$ cat config.mk
export PLATFORM = sky130hd
export DESIGN_NAME = dtpwm_core
export DESIGN_NICKNAME = d
export VERILOG_FILES = /design/src/rtl/dtpwm_pkg.sv /design/src/rtl/dtpwm_ramp.sv /design/src/rtl/dtpwm_steer.sv /design/src/rtl/dtpwm_limit.sv /design/src/rtl/dtpwm_core.sv
export SDC_FILE = /design/constraint.sdc
export NUM_CORES = 1
export LEC_CHECK = 0
export BUFFER_PORTS_ARGS = -buffer_cell sky130_fd_sc_hd__buf_4
export CAP_MARGIN = 20
export CORE_MARGIN = 1.5
export CORE_UTILIZATION = 43
export DETAILED_ROUTE_END_ITERATION = 8
export PLACE_DENSITY_LB_ADDON = 0.12
export RECOVER_POWER = 25
export REMOVE_ABC_BUFFERS = 1
export SLEW_MARGIN = 10
export SYNTH_ARGS = -nofsm -noshare
export SYNTH_HDL_FRONTEND = slang
export SYNTH_SLANG_ARGS = --single-unit
$ cat constraint.sdc
create_clock -name clk -period 6.17 [get_ports clk]
set_clock_uncertainty 0.05 [all_clocks]
set_input_delay 0.9255 -clock clk [delete_from_list [all_inputs] [get_ports clk]]
set_output_delay 0.9255 -clock clk [all_outputs]
set_load 0.02 [all_outputs]
$ cat src/rtl/dtpwm_pkg.sv
package dtpwm_pkg;

    parameter int unsigned LVL_W = 8;

    typedef logic [LVL_W-1:0] lvl_t;

    typedef enum logic {
        PH_RISE = 1'b0,
        PH_FALL = 1'b1
    } ramp_ph_e;

    typedef struct packed {
        lvl_t err;
        lvl_t ss;
    } lvl_pair_t;

    // Limit is four fifths of the lower of the two captured levels.
    function automatic lvl_t limit_of(lvl_pair_t p);
        logic [LVL_W+2:0] m;
        logic [LVL_W+2:0] five;
        five = (LVL_W+3)'(5);
        m    = (p.err < p.ss) ? {3'b000, p.err} : {3'b000, p.ss};
        return lvl_t'((m << 2) / five);
    endfunction

    function automatic int unsigned max2(int unsigned a, int unsigned b);
        return (a > b) ? a : b;
    endfunction

endpackage

$ cat src/rtl/dtpwm_ramp.sv
module dtpwm_ramp
    import dtpwm_pkg::*;
#(
    parameter int unsigned CHG_CYC = 20,
    parameter int unsigned DIS_CYC = 4,
    localparam int unsigned CNT_W  = $clog2(max2(CHG_CYC, DIS_CYC) + 1)
) (
    input  logic             clk,
    input  logic             rst,
    input  logic             run,
    output ramp_ph_e         phase,
    output logic [CNT_W-1:0] cnt,
    output logic             valley,
    output logic             wrap
);

    localparam logic [CNT_W-1:0] RISE_LAST = CNT_W'(CHG_CYC - 1);
    localparam logic [CNT_W-1:0] FALL_TOP  = CNT_W'(DIS_CYC - 1);

    always_ff @(posedge clk) begin
        if (rst || !run) begin
            phase <= PH_RISE;
            cnt   <= '0;
        end else begin
            unique case (phase)
                PH_RISE: begin
                    if (cnt == RISE_LAST) begin
                        phase <= PH_FALL;
                        cnt   <= FALL_TOP;
                    end else begin
                        cnt <= cnt + 1'b1;
                    end
                end
                PH_FALL: begin
                    if (cnt == '0) begin
                        phase <= PH_RISE;
                    end else begin
                        cnt <= cnt - 1'b1;
                    end
                end
                default: begin
                    phase <= PH_RISE;
                    cnt   <= '0;
                end
            endcase
        end
    end

    assign valley = (phase == PH_RISE) && (cnt == '0);
    assign wrap   = (phase == PH_FALL) && (cnt == '0);

    // the fall runs down to zero without leaving early
    p_fall_runs_r1: assert property (@(posedge clk) disable iff (rst)
        (run && phase == PH_FALL && cnt != '0) |=> (phase == PH_FALL));

    // top of the rise hands over to a full-length fall
    p_rise_top_r1: assert property (@(posedge clk) disable iff (rst)
        (run && phase == PH_RISE && cnt == RISE_LAST) |=>
        (phase == PH_FALL && cnt == FALL_TOP));

endmodule

$ cat src/rtl/dtpwm_steer.sv
module dtpwm_steer (
    input  logic clk,
    input  logic rst,
    input  logic run,
    input  logic wrap,
    output logic sel_b
);

    always_ff @(posedge clk) begin
        if (rst || !run) begin
            sel_b <= 1'b0;
        end else if (wrap) begin
            sel_b <= ~sel_b;
        end
    end

    // each period end hands the next pulse to the other output
    p_alternate_r3: assert property (@(posedge clk) disable iff (rst)
        (run && wrap) |=> (sel_b != $past(sel_b)));

    // disable returns steering to output A
    p_home_a_r3: assert property (@(posedge clk) disable iff (rst)
        (!run) |=> (!sel_b));

endmodule

$ cat src/rtl/dtpwm_limit.sv
module dtpwm_limit
    import dtpwm_pkg::*;
(
    input  logic     clk,
    input  logic     rst,
    input  logic     run,
    input  logic     wrap,
    input  ramp_ph_e phase,
    input  lvl_t     err_in,
    input  lvl_t     ss_in,
    input  logic     oc_in,
    output lvl_t     thr,
    output logic     blocked
);

    lvl_pair_t cap;
    logic      oc_lat;

    always_ff @(posedge clk) begin
        if (rst) begin
            cap <= '0;
        end else if (!run || wrap) begin
            cap <= '{err: err_in, ss: ss_in};
        end
    end

    always_ff @(posedge clk) begin
        if (rst || !run || wrap) begin
            oc_lat <= 1'b0;
        end else if (phase == PH_RISE && oc_in) begin
            oc_lat <= 1'b1;
        end
    end

    assign thr     = limit_of(cap);
    assign blocked = oc_lat || oc_in;

    // captured codes only move at a period end or while parked
    p_hold_codes_r11: assert property (@(posedge clk) disable iff (rst)
        (run && !wrap) |=> $stable(cap));

    // the overcurrent memory lasts until the period ends
    p_oc_sticky_r8: assert property (@(posedge clk) disable iff (rst)
        (run && oc_lat && !wrap) |=> oc_lat);

    // the period end clears the overcurrent memory
    p_oc_blank_r9: assert property (@(posedge clk) disable iff (rst)
        (wrap) |=> !oc_lat);

endmodule

$ cat src/rtl/dtpwm_core.sv
module dtpwm_core
    import dtpwm_pkg::*;
#(
    parameter int unsigned CHG_CYC = 20,
    parameter int unsigned DIS_CYC = 4
) (
    input  logic             clk,
    input  logic             rst,
    input  logic             en,
    input  logic [LVL_W-1:0] err_code,
    input  logic [LVL_W-1:0] ss_code,
    input  logic             oc_flag,
    output logic             out_a,
    output logic             out_b,
    output logic             cyc_start
);

    localparam int unsigned CNT_W = $clog2(max2(CHG_CYC, DIS_CYC) + 1);
    localparam int unsigned CMP_W = max2(CNT_W, LVL_W);

    ramp_ph_e         phase;
    logic [CNT_W-1:0] cnt;
    logic             valley;
    logic             wrap;
    logic             sel_b;
    lvl_t             thr;
    logic             blocked;
    logic [CMP_W-1:0] cnt_x;
    logic [CMP_W-1:0] thr_x;
    logic             gate;

    dtpwm_ramp #(.CHG_CYC(CHG_CYC), .DIS_CYC(DIS_CYC)) u_ramp (
        .clk    (clk),
        .rst    (rst),
        .run    (en),
        .phase  (phase),
        .cnt    (cnt),
        .valley (valley),
        .wrap   (wrap)
    );

    dtpwm_steer u_steer (
        .clk   (clk),
        .rst   (rst),
        .run   (en),
        .wrap  (wrap),
        .sel_b (sel_b)
    );

    dtpwm_limit u_limit (
        .clk     (clk),
        .rst     (rst),
        .run     (en),
        .wrap    (wrap),
        .phase   (phase),
        .err_in  (err_code),
        .ss_in   (ss_code),
        .oc_in   (oc_flag),
        .thr     (thr),
        .blocked (blocked)
    );

    assign cnt_x = CMP_W'(cnt);
    assign thr_x = CMP_W'(thr);
    assign gate  = en && (phase == PH_RISE) && (cnt_x < thr_x) && !blocked;

    assign out_a     = gate && !sel_b;
    assign out_b     = gate &&  sel_b;
    assign cyc_start = en && valley;

    // the two gate commands never overlap
    p_no_overlap_r4: assert property (@(posedge clk) disable iff (rst)
        !(out_a && out_b));

    // the ramp fall is dead time for both outputs
    p_dead_fall_r2: assert property (@(posedge clk) disable iff (rst)
        (phase == PH_FALL) |-> (!out_a && !out_b));

    // a low enable silences every output
    p_parked_quiet_r10: assert property (@(posedge clk) disable iff (rst)
        (!en) |-> (!out_a && !out_b && !cyc_start));

endmodule

**Word level (Yosys, flattened, before mapping)**

Cells that the tools add are included.

- $add $sub $neg: 2
- Div/mod/pow operators: 1
- $lt $le $gt $ge: 2
- Eq/ne operators: 2
- Multiplexer cells: 7
- Bitwise operators: 2
- Reduce and logical (&&, ||, !) cells: 17

Operators with widths:

| cell | count |
|---|---|
| $div 11x3->11 const B | 1 |
| $mux 5 | 2 |
| $pmux 5 s2 | 1 |
| $logic_and 1x1->1 | 9 |
| $lt 5x8->1 | 1 |
| $lt 8x8->1 | 1 |
| $mux 8 | 1 |
| $add 5x1->5 const B | 1 |
| $eq 5x5->1 const B | 1 |
| $logic_not 5->1 | 1 |
| $sub 5x1->5 const B | 1 |
| $logic_or 1x1->1 | 4 |
| $logic_not 1->1 | 3 |
| $mux 1 | 2 |
| $ne 2x2->1 const B | 1 |
| $not 1->1 | 2 |
| $pmux 1 s2 | 1 |

- Register bits after elaboration: 24
- Input bits: 20
- Output and inout bits: 3
- Logic and storage cells: 39

**Depth between registers and ports, before layout**

Gate-level depths: netlist of the first run.

- Word-level depth: 7
- Depth in mapped cells: 29
- Depth with buffers taken out: 27

**Hierarchy**

From an unflattened synthesis of the first run, not the netlist that was laid out.

- Cells, all modules: 344
- Area total of the unflattened synthesis: 2552.4 um^2

Modules (own cells, without submodules):

| module | times used | cells an instance | area each (um^2) | sequential area each (um^2) |
|---|---|---|---|---|
| dtpwm_limit | 1 | 274 | 1949.4 | 340.3 |
| dtpwm_ramp | 1 | 48 | 407.9 | 120.1 |
| dtpwm_core | 1 | 19 | 153.9 | 0.0 |
| dtpwm_steer | 1 | 3 | 41.3 | 20.0 |

**Worst setup path before layout of the first run**

Ideal clock, no wire load.

- Path kind: reg2out
- Start point: register u_limit.cap[6] (netlist name)
- End point: output port out_a
- Arrival time: 5463 ps
- Slack: -268 ps
- Stages on the path, launching flop included: 30
- Buffers on the path: 2
- Path through: dfxtp_1 -> buf_2 -> inv_1 -> ha_1 -> and3_1 -> a221o_1 -> a41oi_4 -> buf_4 -> mux2i_1 -> o221ai_1 -> a211o_1 -> o211ai_2 -> nand2_1 -> nand2_1 -> inv_1 -> ha_1 -> nand2b_1 -> nor2_1 -> and3_1 -> mux2i_1 -> a21o_1 -> o2111a_2 -> o311a_1 -> ha_1 -> nand3_1 -> nand2_1 -> a2111oi_0 -> or2_2 -> nand2b_1 -> a21oi_1

- Cells in the longest elaborated chain, start to end: 7

RTL lines:

| what | line | source |
|---|---|---|
| from (decl) | dtpwm_limit.sv:16 | `lvl_pair_t cap;` |
| from (signal assigned) | dtpwm_limit.sv:23 | `cap <= '{err: err_in, ss: ss_in};` |
| $lt 8x8->1 | dtpwm_pkg.sv:22 | `m = (p.err < p.ss) ? {3'b000, p.err} : {3'b000, p.ss};` |
| $mux 8 * | dtpwm_pkg.sv:22 |  |
| $div 11x3->11 * | dtpwm_pkg.sv:23 | `return lvl_t'((m << 2) / five);` |
| $lt 5x8->1 * | dtpwm_core.sv:65 | `assign gate = en && (phase == PH_RISE) && (cnt_x < thr_x) && !blocked;` |
| $logic_and 1x1->1 * (2 in a row) | dtpwm_core.sv:65 |  |
| $logic_and 1x1->1 * | dtpwm_core.sv:67 | `assign out_a = gate && !sel_b;` |
| to (decl) | dtpwm_core.sv:13 | `output logic out_a,` |

Every way passes the cells marked *; elsewhere a longest branch is shown, timed or not.

**Final worst setup path of the first run**

Ends and elaborated chain as after synthesis.

==> flow_metrics.py, run 1 <==
metrics = {
    "pwr": {
        "power.density_nw_per_um2": 246,
        "power.total_w": 0.000794,
        "ir_drop_mv": 0.155,
        "power.leakage_nw": 1.36,
    },
    "timing": {
        "slew_headroom": 0.417,
        "fin_hold_ws_ns": 0.422,
        "rsz0062_at_grt": "yes",
        "period_share": 1.02,
        "final_hold_viol_count": 0,
        "fmax_ghz": 0.159,
        "timing.final.ws_setup_ns": -0.118,
        "worst_pin_slew_ns": 0.875,
        "slew_viol_final": 0,
        "setup_viol": 2,
        "min_period_ns": 6.29,
    },
    "cells_and_area": {
        "final_common_cell": "buf_4",
        "finalNetCount": 425,
        "fin_area_um2": 3230,
        "drive_gt1_frac": 0.343,
        "final_cell_mix": "buf_4 (68), nand2_1 (49), a21oi_1 (33)",
        "fin_cells": 460,
        "final_core_util": 0.590,
        "num_antenna_cells": 0,
        "syn2layout_area_growth_pct": 33.1,
        "fill_cells": 524,
    },
    "worst_setup_path": {
        "reg2reg_depth": 7,
        "crit_buf_inv": 6,
        "path_depth": 29,
        "worstPathArrival_ns": 5.31,
        "critPathTopFamily": "compound AO/OA/AOI/OAI gates",
        "slowest_stage": "a221o_1",
        "path_class": "flip-flop to output pin",
        "required_ns": 5.19,
        "cp_max_fo": 8,
        "cp-end-kind": "output pin",
        "worst_setup_path_start_kind": "flip-flop",
        "slowest_delay_ns": 0.35,
    },
    "clock_network": {
        "cts_tree": "built",
        "ctsHoldBuffers": 0,
        "cts_buffers": 3,
        "cts_max_level": 1,
        "insertion_delay_ns": 0.27,
        "root_buffer": "clkbuf_8",
        "clkTransAtPathRegs_ns": 0.09,
        "cts.sinks": 24,
        "clock_path_buffers": 2,
    },
    "global_routing": {
        "antenna_found_initial": 0,
        "grt_pass1_vias": 2373,
        "grt_max_degree": 19,
        "overflow": 0,
        "grt_pass1_wl_mm": 11.0,
        "track_usage": 0.215,
    },
    "routing": {
        "wl_mm": 6.43,
        "dr_wl_met3_um": 311,
        "top_layer": "met4",
        "met1_length_mm": 3.02,
        "drc": 0,
        "num_vias": 2573,
        "wl_met2_mm": 2.98,
        "post_drt_wl_per_cell_um": 14.0,
        "drtAntennaViolNets": 0,
        "first_pass_iters": 4,
        "drt_iter0_drc": 101,
        "via_per_inst": 5.59,
    },
    "worst_hold_path": {
        "whs_path_depth": 2,
        "hp-class": "flip-flop to flip-flop",
    },
    "synth": {
        "synth-seq-area-share": 0.198,
        "yosys.area.top_type": "dfxtp_1",
        "syn_avg_cell_area_um2": 7.26,
        "synth.ff_latch_count": 24,
        "syn-cell-area_um2": 2420,
        "syn_inst": 334,
        "synth_flop_cell": "dfxtp_1",
        "yosysUniqueCellTypes": 62,
        "synth_area_leaders": "dfxtp_1 (20%), nand2_1 (8.4%), ha_1 (8.3%)",
        "yosysWarningCount": 0,
        "synth_top_area_share": 0.198,
        "ys_async_sr_fraction": 0,
        "synth-edff-count": 0,
    },
    "die": {
        "num_rows": 27,
        "io_pins": 23,
        "die_y_um": 78.1,
        "initial_core_util": 0.443,
        "die_area_um2": 6100,
        "core_um2": 5470,
        "die_w_um": 78.1,
    },
    "placed_design": {
        "hpwl_mm": 4.43,
        "portBuffers": 22,
        "dp.cells": 434,
        "gp_congestion": 0.853,
        "dpl_cell_area_um2": 2780,
    },
    "outcome": {
        "status": "complete, but fails checks",
        "violations": "setup timing",
    },
    "run": {
        "drv_cap": 0,
    },
}
-- metal layers --
| layer | GRT usage | vias to the layer above |
|---|---|---|
| met5 | 0 | - |
| met2 | 0.344 | 72 |
| li1 | - | 1308 |
| met3 | 0.0163 | 12 |
| met1 | 0.309 | 1181 |
| met4 | 0.0643 | 0 |
-- cells by family (layout without fill, tap and decap cells) --
group           count (synthesis)  after routing  share of synthesized area
flops                          24             24                      0.198
xor+xnor                        3              3                     0.0139
compound gates                103            103                      0.299
fa+ha+maj                      16             16                     0.0826
simple gates                  137            137                      0.284
buf+inv                        39             93                     0.0717
mux                            12             12                     0.0506
-- metrics by stage --
step	worst slack, ns	setup TNS [ns]
after detailed placement	-0.144	-0.276
after floorplan	-0.291	-0.579
after CTS	0.00437	0
final	-0.118	-0.201
after global placement	0.00623	0
after global routing	-0.364	-0.698
-- worst paths after layout --
check / to / startpoint / slack [ns]
setup / recovery: out_a / u_limit.cap[6]$_SDFFE_PP0P_ / -0.12
hold / removal: u_limit.oc_lat$_SDFFE_PP0P_ / u_limit.oc_lat$_SDFFE_PP0P_ / 0.42
hold reg to reg: u_limit.oc_lat$_SDFFE_PP0P_ / u_limit.oc_lat$_SDFFE_PP0P_ / 0.42
setup reg to reg: u_ramp.cnt[3]$_SDFFE_PP0N_ / u_ramp.cnt[0]$_SDFFE_PP0N_ / 3.60
-- where the power goes --
group	internal [W]	leakage [nW]	switching (W)
Combinational	0.000256	1.12	0.000228
Sequential	0.000162	0.200	0.00000649
Clock	0.0000868	0.0357	0.0000537
Total	0.000505	1.36	0.000289
-- layout make-up --
type | count | area [µm²] | area share
Clock inverter | 1 | 30.0 | 0.00931
Multi-Input combinational cell | 271 | 1950 | 0.603
Tap cell | 72 | 90.1 | 0.0279
Clock buffer | 3 | 41.3 | 0.0128
Timing Repair Buffer | 72 | 564 | 0.175
Inverter | 17 | 63.8 | 0.0198
Sequential cell | 24 | 492 | 0.152
-- registers in the layout, summed over array words and instances, names as in the netlist --
name	flops
u_limit.cap	16
u_ramp.phase	1
u_steer.sel_b	1
u_limit.oc_lat	1
u_ramp.cnt	5
-- synth_stat cells (3+ instances only) --
cell type	instances
a21oi_1	35
and2_1	4
nor4b_1	3
dfxtp_1	24
a211o_1	3
and3b_1	3
nor3_1	4
a31oi_1	5
mux2i_1	10
ha_1	16
nor2b_1	8
o21ai_1	3
o211ai_1	4
inv_1	17
o21ai_0	14
and3_1	5
nand2_1	54
nand2b_1	11
a21o_1	6
o22ai_1	4
nor2_1	25
a32o_1	3
buf_2	4
nand3_1	9
clkbuf_1	14
-- worst reg2reg max path, cell delays in order (launching register included) --
cell and delay [ns]:
dfxtp_1 0.50, inv_1 0.11, ha_1 0.20, and3_1 0.24, nand2_1 0.16, and2_0 0.72, nand2b_1 0.29, a211oi_1 0.22
-- repair_timing --
| item | in CTS | in global routing |
|---|---|---|
| endpoints found under the setup margin | 2 | 2 |
| resized for setup | 38 | 11 |
| pin swaps | 21 | 1 |
| buffers inserted | 22 | 1 |
No activity file was read; power rests on OpenSTA's default activity.
==> inputs of run 2 (changes only) <==
--- a/config.mk
+++ b/config.mk
@@ -7,6 +7,7 @@
 export LEC_CHECK = 0
 export BUFFER_PORTS_ARGS = -buffer_cell sky130_fd_sc_hd__buf_4
 export CAP_MARGIN = 20
+export CORE_ASPECT_RATIO = 0.8
 export CORE_MARGIN = 1.5
 export CORE_UTILIZATION = 43
 export DETAILED_ROUTE_END_ITERATION = 8
==> flow_metrics.py, run 2 (synthesized netlist as in run 1, its figures left out) <==
metrics = {
    "outcome": {
        "status": "complete, but fails checks",
        "violations": "setup timing",
    },
    "timing": {
        "rsz0062_at_grt": "yes",
        "setup_viol": 2,
        "slew_viol_final": 0,
        "period_share": 1.02,
        "timing.final.ws_setup_ns": -0.152,
        "fin_tns_setup_ns": -0.263,
        "worst_pin_slew_ns": 0.861,
        "slew_headroom": 0.425,
        "fmax_ghz": 0.158,
        "min_period_ns": 6.32,
        "final_hold_viol_count": 0,
    },
    "worst_setup_path": {
        "cp-end-kind": "output pin",
        "slowest_stage": "a221o_1",
        "cp_max_fo": 3,
        "slowest_delay_ns": 0.38,
        "required_ns": 5.19,
        "path_class": "flip-flop to output pin",
        "worst_setup_path_start_kind": "flip-flop",
        "crit_top_cell": "buf_4",
        "worstPathArrival_ns": 5.35,
    },
    "run": {
        "drv_cap": 0,
    },
    "die": {
        "die_y_um": 70.2,
        "num_rows": 24,
        "die_w_um": 87.0,
        "die_area_um2": 6100,
        "core_um2": 5440,
        "io_pins": 23,
        "initial_core_util": 0.446,
    },
    "cells_and_area": {
        "largest_reg_flops": 16,
        "multiInputGateArea_um2": 2050,
        "drive_gt1_frac": 0.386,
        "register_area_um2": 495,
        "num_antenna_cells": 0,
        "final_cell_mix": "buf_4 (68), nand2_1 (49), a21oi_1 (31)",
        "finalNetCount": 428,
        "final_common_cell": "buf_4",
        "syn2layout_area_growth_pct": 38.1,
        "top_regs": "u_limit.cap (16), u_ramp.cnt (5)",
        "top_register": "u_limit.cap",
        "fill_cells": 494,
        "fin_cells": 469,
    },
    "clock_network": {
        "cts_max_level": 1,
        "insertion_delay_ns": 0.26,
        "cts.sinks": 24,
        "cts_tree": "built",
        "cts_buffers": 3,
        "clkTransAtPathRegs_ns": 0.08,
        "clock_path_buffers": 2,
        "root_buffer": "clkbuf_8",
        "ctsHoldBuffers": 0,
    },
    "placed_design": {
        "dp.cells": 442,
        "hpwl_mm": 4.68,
        "gp_congestion": 0.808,
        "portBuffers": 22,
    },
    "global_routing": {
        "gr-usage-met1": 0.352,
        "track_usage": 0.226,
        "antenna_found_initial": 0,
        "busiest_layer": "met1",
        "grtUsageMet2": 0.321,
        "grt_pass1_vias": 2481,
        "use_met3": 0.0236,
        "grt_pass1_wl_mm": 11.2,
        "grt_max_degree": 19,
        "overflow": 0,
    },
    "routing": {
        "via_per_inst": 5.53,
        "drtAntennaViolNets": 0,
        "num_vias": 2595,
        "drt_iter0_drc": 96,
        "first_pass_iters": 4,
        "post_drt_wl_per_cell_um": 14.7,
        "wl_mm": 6.89,
        "drc": 0,
    },
    "pwr": {
        "power.total_w": 0.000813,
        "power.leakage_nw": 1.37,
        "ir_drop_mv": 0.146,
        "power.density_nw_per_um2": 243,
    },
    "worst_hold_path": {
        "hp-class": "flip-flop to flip-flop",
    },
}
## run 2: cell count changes in the layout (fill, tap and decap cells not counted), moves of 3 or more
| cell | previous run | this run |
|---|---|---|
| dfxtp_1 | 15 | 12 |
| inv_1 | 12 | 9 |
| dfxtp_2 | 9 | 12 |
| inv_2 | 5 | 8 |
| buf_6 | 3 | 7 |
## run 2: cell type report
| class | count | area share |
|---|---|---|
| multi-input combinational | 271 | 0.612 |
| timing repair buffer | 75 | 0.176 |
| sequential | 24 | 0.148 |
| inverter | 17 | 0.0191 |
| tap | 78 | 0.0291 |
| clock buffer | 4 | 0.0164 |
## run 2: worst paths after layout
path | cells after the start | slack, ns | start | end
hold / removal | 2 | 0.43 | u_limit.oc_lat$_SDFFE_PP0P_ | u_limit.oc_lat$_SDFFE_PP0P_
setup / recovery | 30 | -0.15 | u_limit.cap[6]$_SDFFE_PP0P_ | out_b
hold reg to reg | 2 | 0.43 | u_limit.oc_lat$_SDFFE_PP0P_ | u_limit.oc_lat$_SDFFE_PP0P_
setup reg to reg | 7 | 3.58 | u_ramp.cnt[0]$_SDFFE_PP0N_ | u_ramp.cnt[3]$_SDFFE_PP0N_
## run 2: worst max-delay path: cells and delay by family, from the launching register on
family          cells  cell delay (ns)
simple gates        7             0.81
mux                 1             0.28
buf+inv            12             1.46
fa+ha+maj           2             0.42
flops               1             0.34
compound gates      8             1.79
## run 2: layer usage
layer,part of all wire,up-vias
li1,-,1311
met1,0.51,1213
met2,0.44,61
met3,0.040,10
met4,0.013,0
met5,0,-
## run 2: repair_timing
action	CTS	global route
setup endpoints to repair	2	2
resized for setup	49	23
cloned	0	0
setup buffers	20	5
pin swaps	28	18
## run 2: report_power, final
group          internal (W)  switching, W
Clock             0.0000569     0.0000497
Combinational      0.000280      0.000257
Sequential         0.000162    0.00000719
Total              0.000499      0.000313
## run 2: stage by stage
stage          setup slack (ns)  instance area [µm²]  hold slack [ns]   util
2_1_floorplan            -0.291                 2310            0.380      -
3_3_place_gp            -0.0237                 2800            0.401  0.516
3_5_place_dp             -0.148                 2800            0.411  0.516
4_1_cts                 0.00264                 3190            0.431  0.587
5_1_grt                  -0.332                 3350            0.463  0.616
6_report                 -0.152                 3350            0.428  0.616
